**src/rtl/dshot_reply_rx.sv**
```systemverilog
module dshot_reply_rx #(
  parameter int DIV_W = 16,
  parameter int CNT_W = 32
) (
  input  logic             clk,
  input  logic             rst_n,
  input  logic             line_i,
  input  logic             start_i,
  input  logic [DIV_W-1:0] bit_div_i,
  output logic [11:0]      erpm_o,
  output logic             erpm_valid_o,
  output logic [CNT_W-1:0] crc_err_cnt_o,
  output logic [CNT_W-1:0] frame_err_cnt_o,
  output logic [CNT_W-1:0] miss_cnt_o
);

  localparam int FRAME_BITS = 20;
  localparam int SAMPLES    = FRAME_BITS + 1;
  localparam int SCNT_W     = $clog2(SAMPLES + 1);
  localparam logic [CNT_W-1:0] CNT_MAX = '1;

  typedef enum logic [1:0] {S_IDLE, S_ARMED, S_RECV, S_DECODE} st_t;

  function automatic logic [3:0] gcr_nib(input logic [4:0] c);
    case (c)
      5'd9:    return 4'h9;
      5'd10:   return 4'hA;
      5'd11:   return 4'hB;
      5'd13:   return 4'hD;
      5'd14:   return 4'hE;
      5'd15:   return 4'hF;
      5'd18:   return 4'h2;
      5'd19:   return 4'h3;
      5'd21:   return 4'h5;
      5'd22:   return 4'h6;
      5'd23:   return 4'h7;
      5'd26:   return 4'h8;
      5'd27:   return 4'h1;
      5'd29:   return 4'h4;
      5'd30:   return 4'hC;
      default: return 4'h0;
    endcase
  endfunction

  st_t                   st;
  logic                  s1, s2, s3;
  logic [DIV_W-1:0]      phase;
  logic [SCNT_W-1:0]     nsamp;
  logic [FRAME_BITS-1:0] shreg;

  wire line_edge = s2 ^ s3;
  wire line_rise = s2 & ~s3;
  wire [DIV_W-1:0] half    = bit_div_i >> 1;
  wire [DIV_W-1:0] last_ph = bit_div_i - DIV_W'(1);
  wire sample_now = (st == S_RECV) && !line_rise && (phase == half);

  wire [FRAME_BITS-1:0] inv = ~shreg;
  wire [FRAME_BITS-1:0] rl  = inv ^ (inv >> 1);
  wire [15:0] val16 = {gcr_nib(rl[19:15]), gcr_nib(rl[14:10]),
                       gcr_nib(rl[9:5]),   gcr_nib(rl[4:0])};
  wire framed = inv[0];
  wire ck_ok  = (val16[15:12] ^ val16[11:8] ^ val16[7:4] ^ val16[3:0]) == 4'hF;

  always_ff @(posedge clk or negedge rst_n) begin
    if (!rst_n) begin
      s1 <= 1'b1;
      s2 <= 1'b1;
      s3 <= 1'b1;
    end else begin
      s1 <= line_i;
      s2 <= s1;
      s3 <= s2;
    end
  end

  always_ff @(posedge clk or negedge rst_n) begin
    if (!rst_n) begin
      st              <= S_IDLE;
      phase           <= '0;
      nsamp           <= '0;
      shreg           <= '0;
      erpm_o          <= '0;
      erpm_valid_o    <= 1'b0;
      crc_err_cnt_o   <= '0;
      frame_err_cnt_o <= '0;
      miss_cnt_o      <= '0;
    end else begin
      erpm_valid_o <= 1'b0;
      case (st)
        S_IDLE: begin
          if (start_i) st <= S_ARMED;
        end
        S_ARMED: begin
          if (start_i) begin
            if (miss_cnt_o != CNT_MAX) miss_cnt_o <= miss_cnt_o + 1'b1;
          end else if (line_edge) begin
            st    <= S_RECV;
            phase <= DIV_W'(1);
            nsamp <= '0;
          end
        end
        S_RECV: begin
          if (start_i) begin
            if (miss_cnt_o != CNT_MAX) miss_cnt_o <= miss_cnt_o + 1'b1;
            st <= S_ARMED;
          end else begin
            if (line_rise)             phase <= DIV_W'(1);
            else if (phase >= last_ph) phase <= '0;
            else                       phase <= phase + 1'b1;
            if (sample_now) begin
              shreg <= {shreg[FRAME_BITS-2:0], s2};
              nsamp <= nsamp + 1'b1;
              if (nsamp == SCNT_W'(SAMPLES - 1)) st <= S_DECODE;
            end
          end
        end
        S_DECODE: begin
          st <= start_i ? S_ARMED : S_IDLE;
          if (!framed) begin
            if (frame_err_cnt_o != CNT_MAX) frame_err_cnt_o <= frame_err_cnt_o + 1'b1;
          end else if (!ck_ok) begin
            if (crc_err_cnt_o != CNT_MAX) crc_err_cnt_o <= crc_err_cnt_o + 1'b1;
          end else begin
            erpm_o       <= ~val16[15:4];
            erpm_valid_o <= 1'b1;
          end
        end
        default: st <= S_IDLE;
      endcase
    end
  end

  AST_VALID_PULSE: assert property (@(posedge clk) disable iff (!rst_n)
    erpm_valid_o |=> !erpm_valid_o);
  AST_ERPM_ONLY_ON_VALID: assert property (@(posedge clk) disable iff (!rst_n)
    !$stable(erpm_o) |-> erpm_valid_o);
  AST_VALID_NO_ERR: assert property (@(posedge clk) disable iff (!rst_n)
    erpm_valid_o |-> ($stable(crc_err_cnt_o) && $stable(frame_err_cnt_o)));
  AST_MISS_ON_START: assert property (@(posedge clk) disable iff (!rst_n)
    !$stable(miss_cnt_o) |-> $past(start_i));
  AST_CRC_STEP: assert property (@(posedge clk) disable iff (!rst_n)
    !$stable(crc_err_cnt_o) |-> crc_err_cnt_o == $past(crc_err_cnt_o) + 1'b1);
  AST_FRAME_STEP: assert property (@(posedge clk) disable iff (!rst_n)
    !$stable(frame_err_cnt_o) |-> frame_err_cnt_o == $past(frame_err_cnt_o) + 1'b1);
  AST_MISS_SAT: assert property (@(posedge clk) disable iff (!rst_n)
    (miss_cnt_o == CNT_MAX) |=> (miss_cnt_o == CNT_MAX));

endmodule

```
**config.mk**
```make
export PLATFORM = sky130hd
export DESIGN_NAME = dshot_reply_rx
export DESIGN_NICKNAME = d
export VERILOG_FILES = /design/src/rtl/dshot_reply_rx.sv
export SDC_FILE = /design/constraint.sdc
export NUM_CORES = 1
export LEC_CHECK = 0
export BUFFER_PORTS_ARGS = -buffer_cell sky130_fd_sc_hd__buf_2
export CORE_MARGIN = 1
export CORE_UTILIZATION = 45
export CTS_CLUSTER_DIAMETER = 200
export DETAILED_ROUTE_END_ITERATION = 7
export PLACE_DENSITY = 0.68
export SKIP_LAST_GASP = 1
export SLEW_MARGIN = 10
export SYNTH_ARGS = -nofsm -noshare
export SYNTH_HDL_FRONTEND = slang
export SYNTH_SLANG_ARGS = --single-unit
```
**constraint.sdc**
```tcl
create_clock -name clk -period 2.9 [get_ports clk]
set_clock_uncertainty 0.05 [all_clocks]
set_input_delay 0.58 -clock clk [delete_from_list [all_inputs] [get_ports clk]]
set_output_delay 0.58 -clock clk [all_outputs]
set_load 0.005 [all_outputs]
```
**Word-level counts from Yosys, hierarchy flattened**

Memories as Yosys holds them, arrays and structs flattened.
Index checks and enable logic that the tools add are counted.

- Output and inout bits: 109
- Memory bits (read-only): 512
- Logic and storage cells: 87
- Memories: 4
- Flip-flop bits (word level): 155

Memory list:

| name | words | width | read ports | clocked after Yosys merged registers in | write ports | line | text |
|---|---|---|---|---|---|---|---|
| (no name shown) | 32 | 4 | 1 | 0 | 0 | 25 | `case (c)` |
| (no name shown) | 32 | 4 | 1 | 0 | 0 | 25 |  |
| (no name shown) | 32 | 4 | 1 | 0 | 0 | 25 |  |
| (no name shown) | 32 | 4 | 1 | 0 | 0 | 25 |  |

- Magnitude comparators: 1
- Multiplexer cells: 22
- Equality and inequality tests: 16
- Add/subtract/negate cells: 6
- Bitwise logic cells: 12
- Reduce and logical (&&, ||, !) cells: 14

Operators with widths:

| cell | count |
|---|---|
| 32-bit by 1-bit adder with 32-bit output (second input constant) | 3 |
| 32-bit inequality test (second input constant) | 3 |
| 16-bit 2-to-1 mux | 5 |
| 16-bit one-hot mux with 2 select lines | 1 |
| 5-bit 2-to-1 mux | 4 |
| 20-bit inverter | 1 |
| 20-bit by 19-bit bitwise XOR with 20-bit output | 1 |
| 16-bit by 1-bit adder with 16-bit output (second input constant) | 1 |
| 16-bit by 15-bit == test with 1-bit output | 1 |
| 16-bit greater-or-equal comparator | 1 |
| 16-bit by 1-bit subtractor with 16-bit output (second input constant) | 1 |
| 2-bit 2-to-1 mux | 6 |
| 12-bit inverter | 1 |
| 3-bit AND reduction | 4 |
| 4-bit bitwise XOR | 3 |
| 2-bit inequality test (second input constant) | 5 |
| 5-bit one-hot mux with 2 select lines | 1 |
| 5-bit AND reduction | 2 |
| 2-bit one-hot mux with 4 select lines | 1 |
| 4-bit AND reduction | 2 |
| 5-bit by 1-bit adder with 5-bit output (second input constant) | 1 |
| 5-bit == test (second input constant) | 1 |
| 2-bit == test (second input constant) | 2 |
| 4-bit == test (second input constant) | 1 |
| 12 further kinds | 19 |

**Logic depth before layout (Yosys ltp)**

An unclocked memory read counts as a cell.

- Depth after elaboration: 10
- Mapped depth: 16
- Depth with buffers taken out: 15

**Least setup slack after synthesis**

OpenSTA, ideal clock, no wires.

- Path kind: input to register
- Start point: in bit_div_i[5]
- End point: reg phase[4]
- Cell stages on the path: 16
- Setup time: 0.066 ns
- Path buffers: 1
- Setup slack: -1.000 ns
- Data required time: 2.784 ns
- Arrival: 3.784 ns
- Path through: or4_1 > nor4_1 > nand2_1 > or2_2 > nor4_1 > xnor2_1 > ha_1 > a21o_1 > a21o_1 > a21oi_1 > o21ai_0 > nor2_1 > o31ai_1 > nor2_1 > clkbuf_1 > a22o_1

- Longest elaborated chain between the ends: 6

Ends and longest elaborated chain:

| element | line | text |
|---|---|---|
| start: declaration | 9 | `input logic [DIV_W-1:0] bit_div_i,` |
| 16-bit by 1-bit subtractor with 16-bit output | 54 | `wire [DIV_W-1:0] last_ph = bit_div_i - DIV_W'(1);` |
| 16-bit greater-or-equal comparator | 108 | `else if (phase >= last_ph) phase <= '0;` |
| 16-bit 2-to-1 mux | 108 |  |
| 16-bit 2-to-1 mux | 107 | `if (line_rise) phase <= DIV_W'(1);` |
| 16-bit 2-to-1 mux | 103 | `if (start_i) begin` |
| 16-bit one-hot mux with 2 select lines | 89 | `case (st)` |
| end signal: assignment | 109 | `else phase <= phase + 1'b1;` |
| end: declaration | 47 | `logic [DIV_W-1:0] phase;` |

No other way between the ends. The select of a mux whose other input is x is not followed.
A chain may end at the register's enable or synchronous reset.

**Worst setup path after layout**

- Start point: in bit_div_i[5]
- End point: reg phase[2]

The elaborated chain is that of the path after synthesis.

==> results.toml <==
[floorplanning]
die-area_um2 = 20000
initial_utilization = 0.463
dieWidth_um = 141
coreArea_um2 = 18900
io_pins = 129
rows = 50
die_y_um = 141

[final_layout]
syn_to_final_growth_pct = 25.7
fin_nets = 1092
drive_gt1_frac = 0.301
stdcell_area_um2 = 11000
fill_cells = 1683
instances_no_fill = 1304
antenna_cells = 0

[yosys]
synth_top_family_by_area = "simple AND/OR/NAND/NOR gates"
syn_nets = 899
synth_edf_count = 0
synth-seq-cells = 155
synth_compound_area_frac = 0.0657
synthAdderAreaFrac = 0.0587
netlist_area_um2 = 8740
synth_warnings = 0
synth_top_flop_cell = "dfrtp_1"
syn_area_per_cell_um2 = 10.4
synth-async-reset-ratio = 1.00
yosys.area_share.simple = 0.197
synth_top_area_cell = "dfrtp_1"
synthTopCellsByArea = "dfrtp_1 44%, xnor2_1 8.7%, ha_1 5.9%, xor2_1 5.6%, mux2_2 4.1%"
synth_top_area_share = 0.435
syn_inst = 838
synth_mux_area_frac = 0.0505
synth_cell_types = 59
synthXorXnorAreaFrac = 0.154
synth_seq_area_share = 0.444

[power]
p_per_area_nw_per_um2 = 538
power_frac_clock = 0.393
vdd_drop_max_mv = 0.432
p_sw_frac = 0.275
p_int_mw = 4.28
p_comb_frac = 0.190
power_switching_mw = 1.63
p_leak_nw = 5.50
seqPwrFrac = 0.418

[setup_path]
path_max_fanout = 12
start_kind = "primary input"
cpPeakStageDelay_ps = 550
timing.rr.start = "shreg[15]"
worst_setup_path_end_kind = "register"
critPathSlowestCell = "or4_4"
worstPathCellList = "buf_6 > or4_4 > nor4_4 > nand2_1 > or2_4 > nor4_4 > xnor2_1 > ha_1 > a21o_1 > a21o_1 > a21oi_1 > o21ai_1 > nor2_1 > o31ai_2 > nor2_1 > buf_6 > a22o_1"
worstSetupStartpoint = "bit_div_i[5]"
cp_top_family = "simple AND/OR/NAND/NOR gates"
critPathKind = "primary input to register"
timing.critical_path.required_ps = 3200
worst_ep_arrival_time_ps = 3600
cp_num_buf_inv = 2

[global_route]
grt_pass1_wl_um = 30700
overflow = 0
track_usage = 0.190
grt_max_degree = 79
first_global_vias = 6496
antenna_found_initial = 0

[timing]
worst_slack_ps = -394
tightest_slew_ps = 672
clock.fmax_mhz = 304
setup_viol = 16
setup_tns_ps = -5450
finalCritPeriodShare = 1.14
fin_crit_ps = 3290
finalMaxSlewViolations = 0
hold_violations = 0
rsz0062_at_grt = "true"
slew_headroom = 0.551

[clocking]
clock_path_buffers = 2
clkTransAtPathRegs_ps = 60
cts_sinks = 155
insertion_delay_ps = 420
hold_buffers = 0
numCtsBuffers = 17
cts_tree = "built"
root_buffer = "clkbuf_16"
htree_levels = 4

[route]
antenna_left = 0
drc = 0
drtPass1Iterations = 4
wire_per_inst_um = 13.9
wl_um = 18100
drt_iter0_drc = 350
vias_per_cell = 5.07
num_vias = 6609

[run_status]
failed_checks = "setup timing"
status = "finished, violations left"

[place]
dpl.hpwl_um = 13000
gp_congestion = 0.789
dpl_cell_area_um2 = 10200
dp.cells = 1269
numPortBuffers = 128

[hold_path]
hold_class = "primary input to async pin"

[job]
cap_violations = 0
## per-layer routing
layer  track usage  wire length (um)
met3        0.0499               730
met1         0.249              8620
met5             0                 0
met2         0.314              8610
met4        0.0429               101
## worst paths after layout
check | slack (ps) | cells after the start | to
min | 110 | 2 | erpm_o[3]
min reg2reg | 310 | 0 | s2
max in group asynchronous | 2310 | 2 | s1
max | -390 | 17 | phase[2]
max reg2reg | 110 | 10 | crc_err_cnt_o[4]
min in group clk | 210 | 1 | s1
## power by group through the flow
stage                     Sequential [mW]  Clock, mW  Combinational (mW)
after global routing                 2.50       2.47                1.28
after detailed placement             2.51          0                1.08
after floorplan                      2.48          0               0.666
after CTS                            2.47       2.38                1.11
after global placement               2.50          0                1.06
final                                2.47       2.32                1.12
## what timing repair did
item                                    CTS  global route
resized for setup                        10            35
pin swaps                                 2            14
buffers inserted                          3             2
endpoints found under the setup margin   25            45
cloned                                    0             0
## metrics by stage
step	util	power, mW	worst slack [ps]	hold WS, ps
2_1_floorplan	-	3.14	-617	234
4_1_cts	0.574	5.96	-346	120
6_report	0.582	5.91	-394	106
3_3_place_gp	0.538	3.56	-783	296
5_1_grt	0.582	6.25	-568	123
3_5_place_dp	0.538	3.59	-852	300
## cell usage in the layout (no fill, tap or decap), types with 8 or more instances in the layout
cell type  instances
ha_1              41
clkbuf_16         17
xnor2_1           84
nor4_1            10
nand2b_1          20
a21oi_1           15
mux2_2            32
and2_1            12
nand3_1           41
xor2_1            48
xor2_2             9
xnor2_2            8
o21ai_0            9
inv_1             34
nand4_1           18
nor3_1            13
a22o_1            13
nor2_1            40
a21o_1             8
buf_2            126
nor3_2             8
o21ai_1           16
buf_4             62
and3_1            27
dfrtp_1          149
nand2_1           57
nor2b_1           17
and4_1             9
## layout make-up
class | instances | area [um2] | share of cell area
Clock inverter | 12 | 171 | 0.0156
Timing Repair Buffer | 197 | 1230 | 0.112
Multi-Input combinational cell | 626 | 4800 | 0.437
Clock buffer | 20 | 447 | 0.0407
Tap cell | 260 | 325 | 0.0296
Inverter | 34 | 128 | 0.0116
Sequential cell | 155 | 3890 | 0.354
## kinds of logic after synthesis
group	after synthesis
simple gates	308
xor+xnor	149
flops	155
mux	40
buf+inv	57
compound gates	88
fa+ha+maj	41
## synth_stat cells (2+ instances only)
library cell and instances:
a22o_1 13, a32oi_1 3, nand2b_1 20, nor2_1 42, nand2b_4 2, ha_1 41, nand3_1 41, or4_1 6
o22ai_1 5, mux2_2 32, nor4bb_1 3, and2_1 12, nand3b_1 3, nor3_2 4, o31ai_1 4, or3_1 2
nand2_1 57, or2_2 2, a22oi_1 5, and3_1 27, nor4b_1 2, o21ai_0 25, xnor2_1 87, buf_2 7
dfrtp_1 152, inv_1 34, xor2_1 56, nor2b_1 17, nor3_1 18, nor3b_1 3, nand4_1 18, clkbuf_1 10
or3b_1 2, nor4_1 12, mux2i_1 7, buf_6 4, a21o_1 8, and4_1 9, a21oi_1 17, dfstp_2 3
xnor2_2 5
## sequential cells by signal (all words and copies together) (netlist names), 2 cells and up
signal and count:
crc_err_cnt_o 32, erpm_o 12, frame_err_cnt_o 32, miss_cnt_o 32, nsamp 5, phase 16, shreg 20, st 2
(Power assumes the default switching activity.)
